**src/rtl/fbp_pkg.sv**
```systemverilog
package fbp_pkg;
  typedef enum logic [1:0] {
    ST_IDX  = 2'd0,
    ST_ACC  = 2'd1,
    ST_EMIT = 2'd2,
    ST_DONE = 2'd3
  } fbp_state_e;
endpackage

```
**src/rtl/fbp_period_adj.sv**
```systemverilog
// Period update: in-sync or relax-to-nominal step of ~5%, then clamp.
module fbp_period_adj #(
  parameter int W         = 26,
  parameter int NOM_TICKS = 48,
  parameter int FRAC      = 8
) (
  input  logic signed [W-1:0] per_i,
  input  logic signed [W-1:0] rem_i,
  input  logic                oos_i,
  output logic signed [W-1:0] per_o
);
  localparam longint NOMQ = longint'(NOM_TICKS) << FRAC;
  localparam longint LIMQ = NOMQ / 10;
  localparam logic signed [W-1:0] NOM_S = W'(NOMQ);
  localparam logic signed [W:0]   MIN_S = (W+1)'(NOMQ - LIMQ);
  localparam logic signed [W:0]   MAX_S = (W+1)'(NOMQ + LIMQ);

  logic signed [W-1:0] err, step;
  logic signed [W:0]   sum;

  always_comb begin
    err  = oos_i ? (NOM_S - per_i) : rem_i;
    step = (err >>> 5) + (err >>> 6) + (err >>> 8);
    sum  = (W+1)'(per_i) + (W+1)'(step);
    if (sum < MIN_S)      per_o = W'(MIN_S);
    else if (sum > MAX_S) per_o = W'(MAX_S);
    else                  per_o = W'(sum);
  end
endmodule

```
**src/rtl/fbp_phase_trim.sv**
```systemverilog
// Keeps ~40% of the residual; reports the removed part.
module fbp_phase_trim #(
  parameter int W = 26
) (
  input  logic signed [W-1:0] rem_i,
  output logic signed [W-1:0] keep_o,
  output logic signed [W-1:0] cut_o
);
  always_comb begin
    keep_o = (rem_i >>> 2) + (rem_i >>> 3) + (rem_i >>> 6) + (rem_i >>> 7);
    cut_o  = rem_i - keep_o;
  end
endmodule

```
**src/rtl/flux_bitcell_pll.sv**
```systemverilog
module flux_bitcell_pll
  import fbp_pkg::*;
#(
  parameter int SAMPLE_MHZ = 24,
  parameter int FRAC       = 8,
  parameter int FLUX_W     = 16,
  parameter int IDX_W      = 24,
  parameter int SYNC_ZEROS = 3
) (
  input  logic                     clk_i,
  input  logic                     rst_ni,
  input  logic                     flux_valid_i,
  output logic                     flux_ready_o,
  input  logic [FLUX_W-1:0]        flux_ticks_i,
  input  logic                     idx_valid_i,
  output logic                     idx_ready_o,
  input  logic [IDX_W-1:0]         idx_ticks_i,
  input  logic                     idx_last_i,
  output logic                     bit_valid_o,
  output logic                     bit_o,
  output logic                     rev_end_o,
  output logic [FLUX_W+FRAC+1:0]   dur_o
);
  localparam int     NOM_TICKS = 2 * SAMPLE_MHZ;
  localparam int     RW        = FLUX_W + FRAC + 2;
  localparam int     CW        = IDX_W + FRAC + 2;
  localparam int     ZW        = $clog2(SYNC_ZEROS + 2);
  localparam longint NOMQ      = longint'(NOM_TICKS) << FRAC;

  fbp_state_e st_q;
  logic signed [RW-1:0] per_q, res_q, dur_q;
  logic signed [CW-1:0] cd_q;
  logic [ZW-1:0]        zeros_q;
  logic                 last_q, pend_q, bv_q, bit_q, rev_q;

  logic signed [RW-1:0] acc_sum, half, rem, per_nx, keep, cut;
  logic signed [CW-1:0] cd_dec, idx_q8;
  logic                 oos;

  always_comb begin
    acc_sum = res_q + $signed({2'b00, flux_ticks_i, {FRAC{1'b0}}});
    half    = per_q >>> 1;
    rem     = res_q - per_q;
    cd_dec  = cd_q - CW'(per_q);
    idx_q8  = $signed({2'b00, idx_ticks_i, {FRAC{1'b0}}});
    oos     = zeros_q > ZW'(SYNC_ZEROS);
  end

  fbp_period_adj #(.W(RW), .NOM_TICKS(NOM_TICKS), .FRAC(FRAC)) u_per (
    .per_i (per_q),
    .rem_i (rem),
    .oos_i (oos),
    .per_o (per_nx)
  );

  fbp_phase_trim #(.W(RW)) u_phase (
    .rem_i  (rem),
    .keep_o (keep),
    .cut_o  (cut)
  );

  always_ff @(posedge clk_i or negedge rst_ni) begin
    if (!rst_ni) begin
      st_q    <= ST_IDX;
      per_q   <= RW'(NOMQ);
      res_q   <= '0;
      cd_q    <= '0;
      zeros_q <= '0;
      last_q  <= 1'b0;
      pend_q  <= 1'b0;
      bv_q    <= 1'b0;
      bit_q   <= 1'b0;
      rev_q   <= 1'b0;
      dur_q   <= '0;
    end else begin
      bv_q  <= 1'b0;
      rev_q <= 1'b0;
      unique case (st_q)
        ST_IDX: if (idx_valid_i) begin
          cd_q   <= idx_q8;
          last_q <= idx_last_i;
          st_q   <= pend_q ? ST_EMIT : ST_ACC;
        end
        ST_ACC: if (flux_valid_i) begin
          res_q <= acc_sum;
          if (acc_sum >= half) begin
            zeros_q <= '0;
            st_q    <= ST_EMIT;
          end
        end
        ST_EMIT: begin
          if (!pend_q && cd_dec < 0) begin
            // boundary: strobe, then hold this cell for the next revolution
            rev_q  <= 1'b1;
            pend_q <= 1'b1;
            st_q   <= last_q ? ST_DONE : ST_IDX;
          end else begin
            pend_q <= 1'b0;
            if (!pend_q) cd_q <= cd_dec;
            bv_q <= 1'b1;
            if (rem >= half) begin
              bit_q <= 1'b0;
              dur_q <= per_q;
              res_q <= rem;
              if (zeros_q != '1) zeros_q <= zeros_q + 1'b1;
            end else begin
              bit_q <= 1'b1;
              dur_q <= per_q + cut;
              res_q <= keep;
              per_q <= per_nx;
              st_q  <= ST_ACC;
            end
          end
        end
        default: ;
      endcase
    end
  end

  assign idx_ready_o  = (st_q == ST_IDX);
  assign flux_ready_o = (st_q == ST_ACC);
  assign bit_valid_o  = bv_q;
  assign bit_o        = bit_q;
  assign rev_end_o    = rev_q;
  assign dur_o        = dur_q;
endmodule

```
**config.mk**
```make
export PLATFORM = sky130hd
export DESIGN_NAME = flux_bitcell_pll
export DESIGN_NICKNAME = d
export VERILOG_FILES = /design/src/rtl/fbp_pkg.sv /design/src/rtl/fbp_period_adj.sv /design/src/rtl/fbp_phase_trim.sv /design/src/rtl/flux_bitcell_pll.sv
export SDC_FILE = /design/constraint.sdc
export NUM_CORES = 1
export LEC_CHECK = 0
export ABC_AREA = 1
export CORE_MARGIN = 3
export CORE_UTILIZATION = 35
export DETAILED_ROUTE_END_ITERATION = 10
export SLEW_MARGIN = 20
export SYNTH_ARGS = -nofsm -noshare
export SYNTH_HDL_FRONTEND = slang
export SYNTH_SLANG_ARGS = --single-unit
```
**constraint.sdc**
```tcl
create_clock -name clk_i -period 7.5 [get_ports clk_i]
set_input_delay 1.125 -clock clk_i [delete_from_list [all_inputs] [get_ports clk_i]]
set_output_delay 1.125 -clock clk_i [all_outputs]
set_load 0.01 [all_outputs]
```
==> impl_metrics.toml, run 1 <==
[global_routing]
use_met2_pct = 42.1
grt_use_total_pct = 24.1
busiest_layer = "met2"
grt_max_degree = 65
grt_antenna_before_repair = 0
grt_pass1_vias = 20400
grtUsageMet3_pct = 2.55
met1_usage_pct = 31.0
grt_pass1_wl_um = 112000
grt-ovfl-total = 0

[synth]
synth_top_area_cell = "nand2_1"
synth_common_cells = "nand2_1 (849), inv_1 (407), ha_1 (245), nor2_1 (242), a21oi_1 (224)"
ys_seq_elements = 122
async_flop_share_pct = 100
yosys-top-cells-area = "nand2_1 (16%), ha_1 (16%), dfrtp_1 (15%)"
ys.flop_type = "dfrtp_1"
synth_top_area_share_pct = 16.3
ys_seq_area_share_pct = 15.6
syn_nets = 3327
synth_edf_count = 0
ys_types = 58
syn_area_mm2 = 0.0196
avgSynthCellArea_um2 = 6.62
synthCells = 2960
synth.most_common_cell = "nand2_1"
ys_warn_count = 0

[clock_network]
cts_tree = "yes"
clock-root-buffer = "clkbuf_16"
cts_buffers = 17
hold_buffers = 0
cts_max_level = 4
clkSlewWorstSetupHoldPaths_ns = 0.07
cts_buffer_depth = 2
clkLatencyLatePin_ns = 0.47
cts_sinks = 122

[route]
route.detailed.wl_per_inst_um = 18.1
viasPerCell = 5.16
ant_nets = 0
drc = 0
drtPass1Iterations = 6
drt-initial-drc-count = 1414
wl_um = 71400
vias = 20300

[timing]
drv_slew = 0
fmax_ghz = 0.141
setup_viol = 0
fin_skew_ns = 0.0103
hold_viol = 0
tightest_slew_ns = 0.907
period_minus_slack_ns = 7.07
max_slew_margin_pct = 39.5
timing.final.crit_share_pct = 94.2

[setup_path]
cp.depth = 38
cp_top_family = "simple AND/OR/NAND/NOR gates"
cp_data_arrival_time_ns = 7.41
path_buf_inv = 7
cp_data_required_time_ns = 7.84
critPathKind = "reg -> reg"
cp_common_cell = "nand2_1"
worst_path_max_delay_cell = "dfstp_2"
rr_worst_depth = 38
critPathMaxStageDelay_ns = 0.60
path_max_fanout = 12
cp-start-kind = "flop"
end_kind = "flop"

[placed_design]
gp_congestion = 1.02
portBuffers = 75
dpl_cell_area_mm2 = 0.0222
hpwl_um = 59700

[floorplanning]
die_w_um = 243
core_area_mm2 = 0.0552
die_h_um = 243
dieArea_mm2 = 0.0589
io_pins = 76
rows = 86
initial_utilization_pct = 35.5

[final_layout]
syn2layout_area_growth_pct = 17.9
final_layout_size_suffix_gt1_share_pct = 10.2
fillers = 5864
n_antenna_cell = 0
design_area_mm2 = 0.0231
nets = 3543

[worst_hold_path]
hold_depth = 2
min_path_type = "reg -> reg"

[status]
status = "complete, no violations"

[run]
cap_violations = 0
## state kept, by name, indices dropped and copies added, names as in the netlist
register,flops
cd_q,34
dur_o,26
per_q,26
res_q,26
zeros_q,3
st_q,2
bit_o,1
bit_valid_o,1
last_q,1
pend_q,1
rev_end_o,1
## area by class of cell
type / count / area (um2) / area share (%)
tap: 748 / 936 / 4.05
multi-input combinational: 2382 / 14900 / 64.7
timing repair buffer: 238 / 1990 / 8.61
inverter: 415 / 1560 / 6.75
clock inverter: 15 / 189 / 0.818
sequential: 122 / 3060 / 13.2
clock buffer: 17 / 425 / 1.84
## stage by stage
step	utilization, %	hold slack, ns	setup slack, ns	TNS, ns	std cells
2_1_floorplan	-	0.453	0.766	0	2960
3_3_place_gp	40.3	0.462	-0.127	-0.153	3896
3_5_place_dp	40.3	0.473	-0.143	-0.227	3896
4_1_cts	41.4	0.489	0.0385	0	3928
5_1_grt	41.8	0.510	-0.00834	-0.00834	3937
6_report	41.8	0.479	0.432	0	3937
## path summary, 6_finish.rpt
check / to / slack (ns) / from
setup / recovery: per_q[0] / 0.43 / per_q[12]
hold / removal: bit_o / 0.48 / bit_o
setup reg to reg: per_q[0] / 0.43 / per_q[12]
hold reg to reg: bit_o / 0.48 / bit_o
max in group asynchronous: res_q[13] / 5.47 / rst_ni
min in group asynchronous: res_q[21] / 0.66 / rst_ni
## worst register-to-register path: cells and delay by family, from the launching register on
family / cells / cell delay, ns
and+or+nand+nor: 22 / 3.05
adders and majority gates: 4 / 1.34
AOI/OAI and AO/OA: 3 / 0.88
buffers and inverters: 7 / 0.80
DFF: 1 / 0.60
xor gates and xnor gates: 2 / 0.34
## routing by layer
metal  vias up  routed length [um]
met5         -                   0
met2       549               34200
met4         0                2310
met1      9499               31500
li1      10200                   -
met3       112                3390
## cell families (layout without fill, tap and decap cells)
group	count (synthesis)	in the layout	synth area share, %
flip-flops	122	122	15.6
buffers and inverters	456	685	9.13
adder cells (fa/ha/maj)	322	322	23.5
AND/OR/NAND/NOR	1394	1394	30.2
XOR/XNOR	112	112	5.12
AO/OA/AOI/OAI	554	554	16.5
## layout by cell type (no fill, tap or decap), drive strengths merged, types with 11 or more instances in the layout
| master | instances |
|---|---|
| nor3 | 28 |
| a31oi | 16 |
| nand3b | 11 |
| nor2 | 252 |
| clkdlybuf4s50 | 74 |
| clkbuf | 17 |
| xnor2 | 38 |
| fa | 77 |
| inv | 420 |
| ha | 245 |
| o211ai | 38 |
| a21oi | 234 |
| dfrtp | 120 |
| nand2 | 867 |
| nand4 | 50 |
| buf | 164 |
| o21a | 18 |
| o21ai | 171 |
| a21o | 22 |
| or2 | 13 |
| nand3 | 153 |
| xor2 | 74 |
| o21bai | 28 |
| nor4 | 15 |
## what timing repair did
item                                   in CTS  in global routing
setup endpoints to repair                   4                 26
endpoints found under the hold margin       0                  0
pin swaps                                   0                  5
gates resized for setup                     2                 47
buffers inserted                            0                  9
Power of run 1 is not shown: default switching activity piles up to over one toggle a cycle in this logic, so the estimate is an artifact.
==> inputs of run 2 (changes only) <==
- CORE_MARGIN: 3 -> 4
- CTS_CLUSTER_DIAMETER: unset -> 50
- REMOVE_ABC_BUFFERS: unset -> 1
==> impl_metrics.toml, run 2 (same netlist as run 1, synthesis figures left out) <==
[status]
status = "complete, no violations"

[setup_path]
cp_data_arrival_time_ns = 7.51
rr_worst_depth = 32
cp-start-kind = "flop"
critPathKind = "reg -> reg"
worst_path_max_delay_cell = "fa_1"
end_kind = "flop"
cp_data_required_time_ns = 7.88
path_max_fanout = 4
critPathMaxStageDelay_ns = 0.55

[placed_design]
hpwl_um = 60300
gp_congestion = 0.983
portBuffers = 75

[clock_network]
cts_sinks = 122
clkSlewWorstSetupHoldPaths_ns = 0.07
clkLatencyLatePin_ns = 0.47
cts_buffer_depth = 2
cts_buffers = 17
clock-root-buffer = "clkbuf_16"
cts_tree = "yes"
hold_buffers = 0
cts_max_level = 4

[route]
wl_um = 72600
drc = 0
drt-initial-drc-count = 1613
viasPerCell = 5.18
drtPass1Iterations = 6
vias = 20600
ant_nets = 0
route.detailed.wl_per_inst_um = 18.3

[timing]
drv_slew = 0
max_slew_margin_pct = 34.9
fin_skew_ns = 0.0133
fmax_ghz = 0.140
timing.final.crit_share_pct = 95.2
period_minus_slack_ns = 7.14
setup_viol = 0
hold_viol = 0
tightest_slew_ns = 0.975
rsz0062_at_grt = "yes"
fin_setup_tns_ns = 0

[final_layout]
syn2layout_area_growth_pct = 19.2
regMostFlops = "cd_q"
final_layout_size_suffix_gt1_share_pct = 11.1
nets = 3573
final_common_cell = "nand2_1"
largest_reg_flops = 34
fillers = 5970
n_antenna_cell = 0
final_cell_mix = "nand2_1 (845), inv_1 (405), ha_1 (243)"

[floorplanning]
core_area_mm2 = 0.0553
dieArea_mm2 = 0.0599
die_w_um = 245
initial_utilization_pct = 35.4
rows = 86
io_pins = 76
die_h_um = 245

[global_routing]
grt-ovfl-total = 0
grt_pass1_vias = 20200
grt_pass1_wl_um = 113000
grt_antenna_before_repair = 0
grt_max_degree = 70
grt_use_total_pct = 24.1

[worst_hold_path]
hold_depth = 2
min_path_type = "reg -> reg"

[run]
cap_violations = 0
[run 2: cell count changes in the layout (fill, tap and decap cells not counted), sizes merged]
cell	before	now
clkbuf	17	19
bufinv	3	5
clkinv	6	3
inv	420	418
buf	164	194
clkinvlp	1	2
[run 2: final timing paths]
kind,startpoint,endpoint,slack (ns)
setup reg to reg,per_q[0],dur_o[18],0.36
hold / removal,bit_o,bit_o,0.47
max in group asynchronous,rst_ni,cd_q[15],5.51
hold reg to reg,bit_o,bit_o,0.47
min in group asynchronous,rst_ni,zeros_q[0],0.68
setup / recovery,per_q[0],dur_o[18],0.36
[run 2: what timing repair did]
action	CTS	global route
endpoints found under the setup margin	1	25
pin swaps	0	4
gates resized for setup	1	53
buffers inserted	0	2
[run 2: worst max-delay path: cells and delay by family, from the launching register on]
family,cells,cell delay [ns]
fa+ha+maj,7,3.12
compound gates,11,1.76
xor+xnor,3,0.70
buf+inv,6,0.54
simple gates,5,0.51
flops,1,0.42
[run 2: cell type report]
type	count	area (um2)	share of cell area, %
Clock buffer	19	453	1.94
Clock inverter	13	214	0.916
Inverter	415	1560	6.68
Multi-Input combinational cell	2382	14900	64.0
Sequential cell	122	3060	13.1
Tap cell	748	936	4.01
Timing Repair Buffer	268	2200	9.42
[run 2: through the flow]
stage	std cells	hold WS (ns)	setup WS [ns]	util, %	instance area [um2]
4_1_cts	3965	0.482	0.0148	41.9	23200
5_1_grt	3967	0.499	-0.0831	42.2	23400
3_3_place_gp	3933	0.456	-0.0986	40.7	22500
2_1_floorplan	2919	0.453	0.717	-	19400
3_5_place_dp	3933	0.465	-0.0615	40.7	22500
6_report	3967	0.473	0.361	42.2	23400
[run 2: per-layer routing]
layer | track usage (%) | up-vias | wire (um)
met2 | 42.1 | 607 | 35000
li1 | - | 10300 | -
met3 | 2.88 | 126 | 3920
met4 | 7.59 | 0 | 2280
met5 | 0 | - | 0
met1 | 31.0 | 9563 | 31300
Power of run 2 is left out for the same reason.
